$ cat src/rtl/ext_irq_pkg.sv
package ext_irq_pkg;

    typedef enum logic [1:0] {
        IRQ_LOW  = 2'd0,
        IRQ_FALL = 2'd1,
        IRQ_RISE = 2'd2,
        IRQ_BOTH = 2'd3
    } irq_sense_e;

    typedef enum logic [1:0] {
        TS_RISE = 2'd0,
        TS_FALL = 2'd1,
        TS_HIGH = 2'd2,
        TS_LOW  = 2'd3
    } tint_sense_e;

    localparam int OFF_IRQ_STAT  = 'h10;
    localparam int OFF_IRQ_TYPE  = 'h14;
    localparam int OFF_TINT_TYPE = 'h24;
    localparam int OFF_TINT_EN   = 'h30;

    localparam int FIELDS_PER_TYPE_REG = 16;
    localparam int INPUTS_PER_EN_REG   = 4;

endpackage

$ cat src/rtl/eirq_sync.sv
module eirq_sync #(
    parameter int   W       = 8,
    parameter int   STAGES  = 2,
    parameter logic RST_VAL = 1'b0
) (
    input  logic         clk,
    input  logic         rst_n,
    input  logic [W-1:0] d_i,
    output logic [W-1:0] q_o
);
    logic [STAGES-1:0][W-1:0] pipe_d, pipe_q;

    always_comb begin
        pipe_d[0] = d_i;
        for (int s = 1; s < STAGES; s++) begin
            pipe_d[s] = pipe_q[s-1];
        end
    end

    always_ff @(posedge clk or negedge rst_n) begin
        if (!rst_n) begin
            pipe_q <= {STAGES{{W{RST_VAL}}}};
        end else begin
            pipe_q <= pipe_d;
        end
    end

    assign q_o = pipe_q[STAGES-1];
endmodule

$ cat src/rtl/irq_detect.sv
module irq_detect
    import ext_irq_pkg::*;
#(
    parameter int N = 8
) (
    input  logic           clk,
    input  logic           rst_n,
    input  logic [N-1:0]   sync_i,
    input  logic [2*N-1:0] mode_i,
    input  logic           clr_wr_i,
    input  logic [N-1:0]   clr_data_i,
    output logic [N-1:0]   status_o
);
    typedef struct packed {
        logic [N-1:0] prev;
        logic [N-1:0] status;
    } det_t;

    det_t cur_q, nxt_d;
    logic [N-1:0] hit, clr_ok, is_low;

    always_comb begin
        for (int n = 0; n < N; n++) begin
            is_low[n] = (mode_i[2*n +: 2] == IRQ_LOW);
            unique case (mode_i[2*n +: 2])
                IRQ_FALL: hit[n] = cur_q.prev[n] & ~sync_i[n];
                IRQ_RISE: hit[n] = ~cur_q.prev[n] & sync_i[n];
                IRQ_BOTH: hit[n] = cur_q.prev[n] ^ sync_i[n];
                default:  hit[n] = 1'b0;
            endcase
            clr_ok[n] = clr_wr_i & ~clr_data_i[n] & cur_q.status[n] & ~is_low[n];
        end
    end

    always_comb begin
        nxt_d = cur_q;
        nxt_d.prev = sync_i;
        for (int n = 0; n < N; n++) begin
            if (is_low[n]) begin
                nxt_d.status[n] = ~sync_i[n];
            end else begin
                // a fresh edge outranks a clear in the same cycle
                nxt_d.status[n] = (cur_q.status[n] & ~clr_ok[n]) | hit[n];
            end
        end
    end

    always_ff @(posedge clk or negedge rst_n) begin
        if (!rst_n) begin
            cur_q.prev   <= '1;
            cur_q.status <= '0;
        end else begin
            cur_q <= nxt_d;
        end
    end

    assign status_o = cur_q.status;

    for (genvar g = 0; g < N; g++) begin : g_chk
        p_level_track_r2: assert property (@(posedge clk) disable iff (!rst_n)
            (mode_i[2*g +: 2] == IRQ_LOW) |=> (status_o[g] == !$past(sync_i[g])));
        p_edge_hold_r4: assert property (@(posedge clk) disable iff (!rst_n)
            ((mode_i[2*g +: 2] != IRQ_LOW) && status_o[g] &&
             !(clr_wr_i && !clr_data_i[g])) |=> status_o[g]);
    end
endmodule

$ cat src/rtl/tint_detect.sv
module tint_detect
    import ext_irq_pkg::*;
#(
    parameter int N = 32
) (
    input  logic           clk,
    input  logic           rst_n,
    input  logic [N-1:0]   sync_i,
    input  logic [2*N-1:0] mode_i,
    input  logic [N-1:0]   en_i,
    output logic [N-1:0]   req_o
);
    typedef struct packed {
        logic [N-1:0] prev;
        logic [N-1:0] req;
    } td_t;

    td_t cur_q, nxt_d;

    always_comb begin
        nxt_d = cur_q;
        nxt_d.prev = sync_i;
        for (int k = 0; k < N; k++) begin
            unique case (mode_i[2*k +: 2])
                TS_RISE: nxt_d.req[k] = en_i[k] & ~cur_q.prev[k] & sync_i[k];
                TS_FALL: nxt_d.req[k] = en_i[k] & cur_q.prev[k] & ~sync_i[k];
                TS_HIGH: nxt_d.req[k] = en_i[k] & sync_i[k];
                default: nxt_d.req[k] = en_i[k] & ~sync_i[k];
            endcase
        end
    end

    always_ff @(posedge clk or negedge rst_n) begin
        if (!rst_n) begin
            cur_q <= '0;
        end else begin
            cur_q <= nxt_d;
        end
    end

    assign req_o = cur_q.req;

    for (genvar g = 0; g < N; g++) begin : g_chk
        p_tint_gate_r8: assert property (@(posedge clk) disable iff (!rst_n)
            !en_i[g] |=> !req_o[g]);
        p_tint_pulse_r7: assert property (@(posedge clk) disable iff (!rst_n)
            ((mode_i[2*g +: 2] == TS_RISE || mode_i[2*g +: 2] == TS_FALL) &&
             $stable(mode_i[2*g +: 2]) && req_o[g]) |=> !req_o[g]);
    end
endmodule

$ cat src/rtl/ext_irq_sense_ctrl.sv
module ext_irq_sense_ctrl
    import ext_irq_pkg::*;
#(
    parameter int NUM_IRQ  = 8,
    parameter int NUM_TINT = 32,
    parameter int AW       = 8,
    parameter int DW       = 32
) (
    input  logic                clk,
    input  logic                rst_n,
    input  logic                bus_we,
    input  logic [AW-1:0]       bus_addr,
    input  logic [DW-1:0]       bus_wdata,
    output logic [DW-1:0]       bus_rdata,
    input  logic [NUM_IRQ-1:0]  irq_pin,
    input  logic [NUM_TINT-1:0] tint_pin,
    output logic [NUM_IRQ-1:0]  irq_req,
    output logic [NUM_TINT-1:0] tint_req
);
    localparam int N_TYPE_REGS = (NUM_TINT + FIELDS_PER_TYPE_REG - 1) / FIELDS_PER_TYPE_REG;
    localparam int N_EN_REGS   = (NUM_TINT + INPUTS_PER_EN_REG - 1) / INPUTS_PER_EN_REG;
    localparam int EN_LANE     = DW / INPUTS_PER_EN_REG;

    typedef struct packed {
        logic [2*NUM_IRQ-1:0]  irq_type;
        logic [2*NUM_TINT-1:0] tint_type;
        logic [NUM_TINT-1:0]   tint_en;
    } cfg_t;

    cfg_t cfg_q, cfg_d;

    logic [NUM_IRQ-1:0]  irq_sync, irq_status;
    logic [NUM_TINT-1:0] tint_sync;
    logic                clr_wr;

    always_comb begin
        cfg_d = cfg_q;
        if (bus_we) begin
            if (bus_addr == AW'(OFF_IRQ_TYPE)) begin
                cfg_d.irq_type = bus_wdata[2*NUM_IRQ-1:0];
            end
            for (int r = 0; r < N_TYPE_REGS; r++) begin
                if (bus_addr == AW'(OFF_TINT_TYPE + 4*r)) begin
                    for (int f = 0; f < FIELDS_PER_TYPE_REG; f++) begin
                        if (r*FIELDS_PER_TYPE_REG + f < NUM_TINT) begin
                            cfg_d.tint_type[2*(r*FIELDS_PER_TYPE_REG+f) +: 2] = bus_wdata[2*f +: 2];
                        end
                    end
                end
            end
            for (int r = 0; r < N_EN_REGS; r++) begin
                if (bus_addr == AW'(OFF_TINT_EN + 4*r)) begin
                    for (int j = 0; j < INPUTS_PER_EN_REG; j++) begin
                        if (r*INPUTS_PER_EN_REG + j < NUM_TINT) begin
                            cfg_d.tint_en[r*INPUTS_PER_EN_REG+j] = bus_wdata[EN_LANE*j + EN_LANE-1];
                        end
                    end
                end
            end
        end
    end

    always_comb begin
        bus_rdata = '0;
        if (bus_addr == AW'(OFF_IRQ_STAT)) begin
            bus_rdata[NUM_IRQ-1:0] = irq_status;
        end
        if (bus_addr == AW'(OFF_IRQ_TYPE)) begin
            bus_rdata[2*NUM_IRQ-1:0] = cfg_q.irq_type;
        end
        for (int r = 0; r < N_TYPE_REGS; r++) begin
            if (bus_addr == AW'(OFF_TINT_TYPE + 4*r)) begin
                for (int f = 0; f < FIELDS_PER_TYPE_REG; f++) begin
                    if (r*FIELDS_PER_TYPE_REG + f < NUM_TINT) begin
                        bus_rdata[2*f +: 2] = cfg_q.tint_type[2*(r*FIELDS_PER_TYPE_REG+f) +: 2];
                    end
                end
            end
        end
        for (int r = 0; r < N_EN_REGS; r++) begin
            if (bus_addr == AW'(OFF_TINT_EN + 4*r)) begin
                for (int j = 0; j < INPUTS_PER_EN_REG; j++) begin
                    if (r*INPUTS_PER_EN_REG + j < NUM_TINT) begin
                        bus_rdata[EN_LANE*j + EN_LANE-1] = cfg_q.tint_en[r*INPUTS_PER_EN_REG+j];
                    end
                end
            end
        end
    end

    always_ff @(posedge clk or negedge rst_n) begin
        if (!rst_n) begin
            cfg_q <= '0;
        end else begin
            cfg_q <= cfg_d;
        end
    end

    assign clr_wr = bus_we && (bus_addr == AW'(OFF_IRQ_STAT));

    eirq_sync #(.W(NUM_IRQ), .STAGES(2), .RST_VAL(1'b1)) u_irq_sync (
        .clk   (clk),
        .rst_n (rst_n),
        .d_i   (irq_pin),
        .q_o   (irq_sync)
    );

    eirq_sync #(.W(NUM_TINT), .STAGES(2), .RST_VAL(1'b0)) u_tint_sync (
        .clk   (clk),
        .rst_n (rst_n),
        .d_i   (tint_pin),
        .q_o   (tint_sync)
    );

    irq_detect #(.N(NUM_IRQ)) u_irq_det (
        .clk        (clk),
        .rst_n      (rst_n),
        .sync_i     (irq_sync),
        .mode_i     (cfg_q.irq_type),
        .clr_wr_i   (clr_wr),
        .clr_data_i (bus_wdata[NUM_IRQ-1:0]),
        .status_o   (irq_status)
    );

    tint_detect #(.N(NUM_TINT)) u_tint_det (
        .clk    (clk),
        .rst_n  (rst_n),
        .sync_i (tint_sync),
        .mode_i (cfg_q.tint_type),
        .en_i   (cfg_q.tint_en),
        .req_o  (tint_req)
    );

    assign irq_req = irq_status;

    p_req_is_status_r3: assert property (@(posedge clk) disable iff (!rst_n)
        (bus_addr == AW'(OFF_IRQ_STAT)) |-> (bus_rdata[NUM_IRQ-1:0] == irq_req));
endmodule

$ cat config.mk
export PLATFORM = sky130hd
export DESIGN_NAME = ext_irq_sense_ctrl
export DESIGN_NICKNAME = d
export VERILOG_FILES = /design/src/rtl/ext_irq_pkg.sv /design/src/rtl/eirq_sync.sv /design/src/rtl/irq_detect.sv /design/src/rtl/tint_detect.sv /design/src/rtl/ext_irq_sense_ctrl.sv
export SDC_FILE = /design/constraint.sdc
export NUM_CORES = 1
export LEC_CHECK = 0
export BUFFER_PORTS_ARGS = -buffer_cell sky130_fd_sc_hd__buf_2
export CORE_ASPECT_RATIO = 2
export CORE_UTILIZATION = 55
export CTS_BUF_LIST = sky130_fd_sc_hd__clkbuf_8
export CTS_CLUSTER_SIZE = 20
export DETAILED_ROUTE_END_ITERATION = 6
export PLACE_DENSITY_LB_ADDON = 0.05
export SLEW_MARGIN = 20
export SYNTH_ARGS = -nofsm -noshare
export SYNTH_HDL_FRONTEND = slang
export SYNTH_HIERARCHICAL = 1
export SYNTH_SLANG_ARGS = --single-unit
$ cat constraint.sdc
create_clock -name clk -period 5.12 [get_ports clk]
set_clock_uncertainty 0.15 [all_clocks]
set_input_delay 0.512 -clock clk [delete_from_list [all_inputs] [get_ports clk]]
set_output_delay 0.512 -clock clk [all_outputs]
set_load 0.02 [all_outputs]
==> results by group <==
Clock tree
  • Sink Count: 272
  • CTS Buf Count: 39
  • Clock slew at reported path FFs: 0.06 ns
  • Max clock buf depth: 3
  • Post_cts resized: 0
  • CTS tree: yes
  • Root Driver: clkbuf_8
  • Worst-Skew Late Latency: roughly 0.54 ns
  • H-tree Lvls: 2

Timing
  • Worst slew margin: approximately 28%
  • Setup repair after global routing missed its margin: false
  • Tcrit/Tclk final: 70.92%
  • Max frequency: 275.4 MHz
  • Tmin final: 3.631 ns
  • Endpoints failing setup: 0
  • Measured slew at the worst slew-check pin: roughly 1.1 ns
  • Slew Limit Fails: 0
  • Final hold vios: 0
  • Setup tns final: 0 ns

Die
  • Core area: 0.02000 sq mm
  • Die width: 103.3 um
  • Die area: 0.02113 sq mm
  • Die span in y: between 200 and 250 um
  • Initial Util: 56.43%
  • I/O pins: 155
  • Site Rows: 73

Yosys
  • YS warnings: 6
  • Number of synthesized register bits: 272
  • Primary FF master, synth: dfrtp_1
  • Mapped Nets: 920
  • Yosys top cell area share: roughly 55%
  • Sequential share of the synthesized area: around 61%
  • Synth area leader: dfrtp_1
  • Synth top area cells: dfrtp_1 (55%), mux2_2 (8.5%), dfstp_2 (5.6%)
  • Post-Syn Area: 0.01129 sq mm
  • Asr flop ratio synth: 100.0%
  • Synth cell types: 59
  • Mean Syn Cell Area: between 10 and 15 sq um
  • Number of synthesized flops with an enable pin: 0
  • Post-Syn Instances: 821

Run status
  • Status: finished clean

Worst setup path
  • Reg2reg start: u_irq_sync/q_o[0]
  • WP data required: 4.46 ns
  • Startpoint types: input pin
  • CP startpoint: bus_addr[2]
  • Crit Path Category: in -> out
  • Worst path max stage delay: 0.73 ns
  • CP cell instances: buf_2 -> or4b_1 -> nor2_2 -> buf_4 -> nand2_1 -> nand2_1 -> buf_2
  • Slowest-stage cell, CP: or4b_1
  • CP arrival: between 2 and 3 ns
  • Critical-path maximum fanout: 31
  • Worst setup EP type: primary output

Placed design
  • Routability cong.: about 0.87
  • PortBufs: roughly 150
  • Detail Placement HPWL: between 15000 and 20000 um
  • Cell Area, Placed: 0.01202 sq mm

Route
  • Vias per Instance: around 5.5
  • Drt pass-1 iters: 5
  • DR WL/cell: 20.32 um
  • DRC viols: 0
  • Final ANT Viol Nets: 0
  • Detailed Route WL: 26050 um
  • Vias after detailed routing: 7115
  • DR iter-0 viols: 230

Power
  • Power Dens Cells: between 300 and 400 mW/mm^2
  • Leak: 6.915 nW
  • Worst vdd rail ir drop: 0.0002695 V
  • Tot Pwr: 4.346 mW

Global route
  • Vias in the first global route: 7842
  • Overflow after GRT: 0
  • Initial antenna violation count: 0
  • Pin count of the biggest net entering global routing: 134
  • Total Routing Usage GR: 26.26%
  • First-pass GRT wire length: 41300 um

Hold path
  • Startpoint of the worst hold path: bus_wdata[25]
  • Worst hold-check path type: in -> reg

Final layout
  • Share of cells above drive strength 1: 34.02%
  • Core Util, Final: 66.05%
  • Layout Area Growth over Synthesis: 17.06%
  • Antenna cells: 0
  • Post-route cell area: 0.01321 sq mm
  • Final #Nets: 1091

Run
  • Max cap viols: 0
-- flip-flops by register name, indices dropped and copies added (netlist names) --
name,count
u_irq_det/cur_q,8
u_irq_sync/q_o,8
u_tint_det/cur_q,32
cfg_q,112
u_tint_sync/q_o,32
u_tint_sync/pipe_d,32
u_irq_det/status_o,8
u_irq_sync/pipe_d,8
u_tint_det/req_o,32
-- stage by stage --
| stage | worst slack [ns] | hold WS, ns | instances |
|---|---|---|---|
| 6_report | 1.489 | 0.05776 | 1282 |
| 3_5_place_dp | 1.337 | 0.1847 | 1172 |
| 5_1_grt | 1.339 | 0.04766 | 1282 |
| 2_1_floorplan | 2.296 | 0.06641 | 821 |
| 3_3_place_gp | 1.401 | 0.1818 | 1172 |
| 4_1_cts | 1.473 | 0.02829 | 1282 |
-- final cells by class --
class | count | area [sq um]
clock inverters | 21 | 120.1
inverters | 29 | 108.9
repair buffers | 203 | 1264
multi-input cells | 447 | 3895
well taps | 262 | 327.8
fillers | 1539 | 6790
clock buffers | 48 | 660.6
flip-flops and latches | 272 | 6837
-- layer usage --
layer  track usage, %  share of wire (%)
met4            11.42                3.6
met3            4.538                4.6
met1            27.18                 34
met2            49.95                 57
met5                0                  0
-- critical path: cells and delay by family --
| family | cells | cell delay, ns |
|---|---|---|
| buf+inv | 3 | 0.98 |
| simple gates | 4 | 1.45 |
-- cell families after synthesis --
kind of cell | share of synthesized area (%)
and+or+nand+nor | 5.898
muxes | 12.28
xor gates and xnor gates | 4.811
AOI/OAI and AO/OA | 9.689
adders and majority gates | 1.774
buffers and inverters | 4.977
DFF | 60.57
-- worst paths after layout --
kind	to	slack (ns)	cells after the start
max reg2reg	u_irq_det/status_o[0]	3.48	5
min	cfg_q[89]	0.06	2
min in group asynchronous	u_tint_sync/q_o[30]	0.49	2
max	bus_rdata[14]	1.49	7
max in group asynchronous	u_irq_det/cur_q[15]	3.07	3
min reg2reg	u_tint_sync/q_o[17]	0.20	0
-- power by group --
part,switching (mW),leakage [nW],internal (mW)
clock network,0.798,0.453,0.900
logic,0.160,3.01,0.140
registers,0.0902,3.45,2.26
-- cell usage after synthesis (2+ instances only) --
cell type and number:
dfrtp_1 248, mux2_2 85, buf_4 41, nand2_1 35, mux2_1 31, o211a_1 31, xnor2_1 31, xor2_1 31
inv_1 29, dfstp_2 24, a22oi_1 17, ha_1 16, a22o_1 15, nor2_1 15, buf_2 14, clkbuf_1 14
nor3_1 13, nor2b_1 12, nand2b_1 11, a221oi_1 10, a211oi_1 9, nand3_1 9, a2111oi_2 8, mux2i_1 8
o211ai_1 6, o21ai_0 6, a21oi_1 4, o22ai_1 4, a31oi_1 3, buf_1 3, a2111oi_0 2, a221o_1 2
a32o_1 2, a32oi_1 2, and3_1 2, nor4_1 2, o32ai_1 2, or2_2 2, or3b_2 2
-- cells in the final DEF (no fill, tap or decap), types with 10 or more instances in the layout --
| cell | synthesis | final |
|---|---|---|
| dfrtp_1 | 248 | 248 |
| buf_2 | 14 | 153 |
| mux2_2 | 85 | 85 |
| clkbuf_8 | 0 | 48 |
| inv_1 | 29 | 42 |
| dlygate4sd3_1 | 0 | 41 |
| nand2_1 | 35 | 35 |
| mux2_1 | 31 | 31 |
| xnor2_1 | 31 | 31 |
| xor2_1 | 31 | 31 |
| o211a_1 | 31 | 31 |
| dfstp_2 | 24 | 24 |
| a22oi_1 | 17 | 17 |
| ha_1 | 16 | 16 |
| nor2_1 | 15 | 15 |
| a22o_1 | 15 | 15 |
| nor3_1 | 13 | 13 |
| nor2b_1 | 12 | 12 |
| nand2b_1 | 11 | 11 |
| a221oi_1 | 10 | 10 |
-- repair_timing --
item,in CTS,in global routing
setup buffers,0,0
hold buffers,41,0
endpoints found under the hold margin,138,0
Power figures use the tool's default switching activity.
